<file path="config.mk">
export PLATFORM = sky130hd
export DESIGN_NAME = irq_fanout_ctrl
export DESIGN_NICKNAME = d
export VERILOG_FILES = /design/src/rtl/irqf_pkg.sv /design/src/rtl/irqf_sync.sv /design/src/rtl/irqf_bank.sv /design/src/rtl/irq_fanout_ctrl.sv
export SDC_FILE = /design/constraint.sdc
export NUM_CORES = 1
export LEC_CHECK = 0
export ABC_AREA = 1
export BUFFER_PORTS_ARGS = -buffer_cell sky130_fd_sc_hd__buf_2
export CAP_MARGIN = 40
export CORE_MARGIN = 3
export CORE_UTILIZATION = 45
export CTS_BUF_LIST = sky130_fd_sc_hd__clkbuf_4 sky130_fd_sc_hd__clkbuf_8 sky130_fd_sc_hd__clkbuf_16
export CTS_CLUSTER_SIZE = 30
export DETAILED_ROUTE_END_ITERATION = 12
export PLACE_DENSITY = 0.67
export SYNTH_ARGS = -nofsm -noshare
export SYNTH_HDL_FRONTEND = slang
export SYNTH_SLANG_ARGS = --single-unit
</file>
<file path="constraint.sdc">
create_clock -name clk -period 1.6 [get_ports clk]
set_input_delay 0.32 -clock clk [delete_from_list [all_inputs] [get_ports clk]]
set_output_delay 0.32 -clock clk [all_outputs]
set_load 0.01 [all_outputs]
</file>
<file path="src/rtl/irqf_pkg.sv">
package irqf_pkg;
   localparam int WORD_W    = 32;
   localparam int MAX_WORDS = 4;
   localparam int BANK_SPAN = 8;

   function automatic bit src_count_ok(int n);
      return (n == 32) || (n == 64) || (n == 128);
   endfunction
endpackage

</file>
<file path="src/rtl/irqf_sync.sv">
module irqf_sync #(
   parameter int W      = 32,
   parameter int STAGES = 2
) (
   input  logic         clk,
   input  logic         rst_n,
   input  logic [W-1:0] d,
   output logic [W-1:0] q
);
   if (STAGES < 2) begin : g_bad
      $error("irqf_sync: STAGES must be at least 2");
   end

   logic [W-1:0] st [STAGES];

   always_ff @(posedge clk) begin
      if (!rst_n) begin
         for (int i = 0; i < STAGES; i++) st[i] <= '0;
      end else begin
         st[0] <= d;
         for (int i = 1; i < STAGES; i++) st[i] <= st[i-1];
      end
   end

   assign q = st[STAGES-1];

   logic [1:0] age;
   always_ff @(posedge clk) begin
      if (!rst_n)          age <= '0;
      else if (age != 2'd2) age <= age + 2'd1;
   end

   if (STAGES == 2) begin : g_chk
      assert_sync_lag_R6: assert property (@(posedge clk) disable iff (!rst_n)
         (age == 2'd2) |-> (q == $past(d, 2)));
   end
endmodule

</file>
<file path="src/rtl/irqf_bank.sv">
module irqf_bank
   import irqf_pkg::*;
#(
   parameter int NUM_SRC = 64,
   localparam int NW     = NUM_SRC / WORD_W
) (
   input  logic              clk,
   input  logic              rst_n,
   input  logic [NUM_SRC-1:0] lvl,
   input  logic              hit,
   input  logic              we,
   input  logic              sel_stat,
   input  logic [1:0]        word,
   input  logic [WORD_W-1:0] wdata,
   output logic [WORD_W-1:0] rdata,
   output logic              irq
);
   logic [NUM_SRC-1:0] en_flat;
   logic [NUM_SRC-1:0] masked;
   logic [WORD_W-1:0]  en_pad [MAX_WORDS];
   logic [WORD_W-1:0]  st_pad [MAX_WORDS];

   for (genvar w = 0; w < MAX_WORDS; w++) begin : g_word
      if (w < NW) begin : g_real
         logic [WORD_W-1:0] en_q;
         always_ff @(posedge clk) begin
            if (!rst_n)
               en_q <= '0;
            else if (hit && we && !sel_stat && (word == 2'(w)))
               en_q <= wdata;
         end
         assign en_flat[w*WORD_W +: WORD_W] = en_q;
         assign en_pad[w] = en_q;
         assign st_pad[w] = masked[w*WORD_W +: WORD_W];
      end else begin : g_void
         assign en_pad[w] = '0;
         assign st_pad[w] = '0;
      end
   end

   assign masked = lvl & en_flat;
   assign rdata  = sel_stat ? st_pad[word] : en_pad[word];

   always_ff @(posedge clk) begin
      if (!rst_n) irq <= 1'b0;
      else        irq <= |masked;
   end

   assert_status_write_ignored_R5: assert property (@(posedge clk) disable iff (!rst_n)
      (hit && we && sel_stat) |=> $stable(en_flat));
   assert_other_bank_untouched_R8: assert property (@(posedge clk) disable iff (!rst_n)
      (we && !hit) |=> $stable(en_flat));
   assert_no_irq_without_enable_R7: assert property (@(posedge clk) disable iff (!rst_n)
      (en_flat == '0) |=> !irq);
endmodule

</file>
<file path="src/rtl/irq_fanout_ctrl.sv">
module irq_fanout_ctrl
   import irqf_pkg::*;
#(
   parameter int NUM_SRC = 64,
   parameter int NUM_CPU = 2,
   parameter int ADDR_W  = 6,
   localparam int BW     = ADDR_W - 3
) (
   input  logic               clk,
   input  logic               rst_n,
   input  logic [NUM_SRC-1:0] irq_in,
   input  logic [ADDR_W-1:0]  bus_addr,
   input  logic               bus_wr,
   input  logic               bus_rd,
   input  logic [WORD_W-1:0]  bus_wdata,
   output logic [WORD_W-1:0]  bus_rdata,
   output logic [NUM_CPU-1:0] cpu_irq
);
   if (!src_count_ok(NUM_SRC)) begin : g_bad_src
      $error("irq_fanout_ctrl: NUM_SRC must be 32, 64 or 128");
   end
   if (NUM_CPU < 1 || ADDR_W < 4 || (2 ** BW) < NUM_CPU) begin : g_bad_map
      $error("irq_fanout_ctrl: address width too small for NUM_CPU banks");
   end

   logic [NUM_SRC-1:0] lvl;
   logic [BW-1:0]      bank_idx;
   logic               sel_stat;
   logic [1:0]         word;
   logic [WORD_W-1:0]  bank_rd [NUM_CPU];
   logic [NUM_CPU-1:0] hit;
   logic [WORD_W-1:0]  rd_mux;

   assign bank_idx = bus_addr[ADDR_W-1:3];
   assign sel_stat = bus_addr[2];
   assign word     = bus_addr[1:0];

   irqf_sync #(.W(NUM_SRC), .STAGES(2)) u_sync (
      .clk(clk), .rst_n(rst_n), .d(irq_in), .q(lvl)
   );

   for (genvar c = 0; c < NUM_CPU; c++) begin : g_cpu
      assign hit[c] = (32'(bank_idx) == c);
      irqf_bank #(.NUM_SRC(NUM_SRC)) u_bank (
         .clk(clk), .rst_n(rst_n), .lvl(lvl), .hit(hit[c]),
         .we(bus_wr), .sel_stat(sel_stat), .word(word),
         .wdata(bus_wdata), .rdata(bank_rd[c]), .irq(cpu_irq[c])
      );
   end

   always_comb begin
      rd_mux = '0;
      for (int c = 0; c < NUM_CPU; c++)
         if (hit[c]) rd_mux = bank_rd[c];
   end

   always_ff @(posedge clk) begin
      if (!rst_n)      bus_rdata <= '0;
      else if (bus_rd) bus_rdata <= rd_mux;
      else             bus_rdata <= '0;
   end

   assert_void_bank_reads_zero_R9: assert property (@(posedge clk) disable iff (!rst_n)
      (bus_rd && (32'(bank_idx) >= NUM_CPU)) |=> (bus_rdata == '0));
   assert_onehot_decode_R8: assert property (@(posedge clk) disable iff (!rst_n)
      $onehot0(hit));
endmodule

</file>
==> impl_metrics.ini <==
[clock_tree]
clockRootBuffer = clkbuf_16
cts_buffer_depth = 3
cts_buffers = 30
clock_latency_ns = 0.55
htreeDepth = 1
clk_pin_slew_ns = 0.06
clock-sinks = 290
cts_tree = done

[die]
start_util_pct = 46.4
row_count = 56
die-area_um2 = 26500
fp.dieH_um = 163
io_pins = 140
die_x_um = 163
core_area_um2 = 23800

[placement]
port_buffers = 139
gp_congestion = 0.851
dp_cells = 1921
hpwl_mm = 20.1

[sta]
finClkSkew_ns = 0.00734
slew_headroom_pct = 73.2
post-route-min-period_ns = 1.39
hold_viol_final = 0
whs_ns = 0.0604
max_freq_ghz = 0.719
final.setup.tns_ns = 0
slew_violations = 0
finalSetupViolCount = 0
worstMarginPinSlew_ns = 0.403
rsz0062_at_grt = false
period_share_pct = 86.9

[worst_setup_path]
cp.required_ns = 1.28
cp-end-kind = primary output
worstPathArrival_ns = 1.07
critical_path_class = reg -> out
cp-start-kind = flop
slowest_delay_ns = 0.37
cp_slowest_cell = dfxtp_1
worstPathMaxFanout = 1
path_buf_inv = 1
path_cells = buf_2
crit_family = flip-flops

[final_layout]
drive_gt1_share_pct = 14.1
final_common_cell = nand2_1
post-route-util_pct = 58.7
fin_nets = 1804
fillers = 2262
multi_input_area_um2 = 4260
final_cell_mix = nand2_1, dfxtp_1, nor2_1
seq_area_um2 = 5810
finalNonFillerCells = 2042
area.growth.synth_to_final_pct = 26.4

[global_routing]
grt_pass1_wl_mm = 49.0
grt_max_degree = 94
antenna_found_initial = 4
grtUsageTotal_pct = 23.1
gr-total-overflow = 0
grt_pass1_vias = 9455

[synth]
avgSynthCellArea_um2 = 7.31
ys_seq_area_share_pct = 52.5
yosys_warnings = 0
synth_top_area_share_pct = 52.5
netlist_instances = 1513
synth_area_um2 = 11100
ys_seq_elements = 290
synthTopCellsByArea = dfxtp_1, nand2_1, nor2_1
synth_area_leader_cell = dfxtp_1
ys_types = 20
synth_fp_nets = 1619

[power]
leakage_nw = 6.78
p_total_w = 0.0163
power_density_nw_per_um2 = 1160
irDropWorstVdd_mv = 0.803

[route]
num_vias = 10000
initialDrtViolationCount = 776
postRouteAntennaNets = 0
dr.pass1.iters = 5
vias_per_cell = 4.90
drc = 0
drt-total-wl_mm = 31.1
wl_per_cell_um = 15.2

[run_status]
outcome = finished clean

[min_path]
holdCritPathClass = in -> reg

[job]
maxCapViolCount = 0
[final cells by class]
cell class | instances | share of cell area [%]
Antenna cell | 2 | 0.0358
Clock buffer | 41 | 6.44
Clock inverter | 14 | 1.65
Inverter | 167 | 4.48
Multi-Input combinational cell | 973 | 30.5
Sequential cell | 290 | 41.5
Tap cell | 319 | 2.86
Timing Repair Buffer | 236 | 12.5
[where the power goes]
group / leakage [nW] / switching, W / total (W) / internal (W)
Clock: 0.561 / 0.00287 / 0.00776 / 0.00489
Sequential: 2.36 / 0.0000988 / 0.00750 / 0.00740
Combinational: 3.86 / 0.000550 / 0.000995 / 0.000445
Total: 6.78 / 0.00352 / 0.0163 / 0.0127
[per-stage QoR]
| stage | instance area [um^2] | worst slack (ns) |
|---|---|---|
| after floorplan | 11100 | 0.381 |
| after global placement | 12200 | 0.128 |
| after detailed placement | 12200 | 0.0676 |
| after CTS | 14000 | 0.186 |
| after global routing | 14000 | 0.174 |
| final | 14000 | 0.209 |
[cell families (layout without fill, tap and decap cells)]
logic type      count (synthesis)  count (layout)  synth area share, %
buf+inv                       250             458                 9.00
compound gates                317             317                 15.8
other cells                     0               2                    0
flops                         290             290                 52.5
simple gates                  656             656                 22.7
[synth_stat cells]
cell type,number
inv_1,160
o22ai_1,33
clkbuf_1,54
o21ai_0,200
inv_2,7
a21oi_1,29
nand3_2,2
nand2_2,1
nor2_1,275
buf_4,8
o22a_1,32
or2_2,2
dfxtp_1,290
nor3_4,1
nor2_4,1
nand2_1,370
buf_2,21
nand3_1,2
o21ai_1,23
nor2_2,2
[final timing paths]
check | from | end | slack [ns] | cells past startpoint
worst min-delay path | bus_wdata[30] | g_cpu[0].u_bank.g_word[1].g_real.en_q[30] | 0.06 | 3
worst max register to register | u_sync.st[0][79] | g_cpu[0].u_bank.irq | 0.35 | 8
worst min register to register | u_sync.st[0][4] | u_sync.st[0][68] | 0.41 | 2
worst max-delay path | bus_rdata[1] | bus_rdata[1] | 0.21 | 1
[state kept, by name (all words and copies together) (netlist names)]
name                             count
g_cpu.u_bank.g_word.g_real.en_q    128
u_sync.st                          128
g_cpu.u_bank.irq                     2
bus_rdata                           32
[metal layers]
metal	GRT usage (%)	vias to the layer above	routed length, um
met1	30.1	4542	13500
met3	3.13	49	1920
li1	-	5101	-
met2	40.1	313	15000
met5	0	-	27
met4	6.65	4	652
[worst reg2reg max path, stage by stage, from the launching register on]
cell,delay (ns)
dfxtp_1,0.33
nand2_1,0.07
nand2_1,0.09
nor2_1,0.20
nand2_1,0.08
nor2_1,0.12
nand2_1,0.06
nor2_1,0.11
nor2_1,0.08
[timing repair]
action / CTS / global route
gates resized for setup: 0 / 0
hold buffers: 64 / 0
endpoints found under the hold margin: 64 / 0
setup buffers: 0 / 0
(Power assumes the default switching activity.)
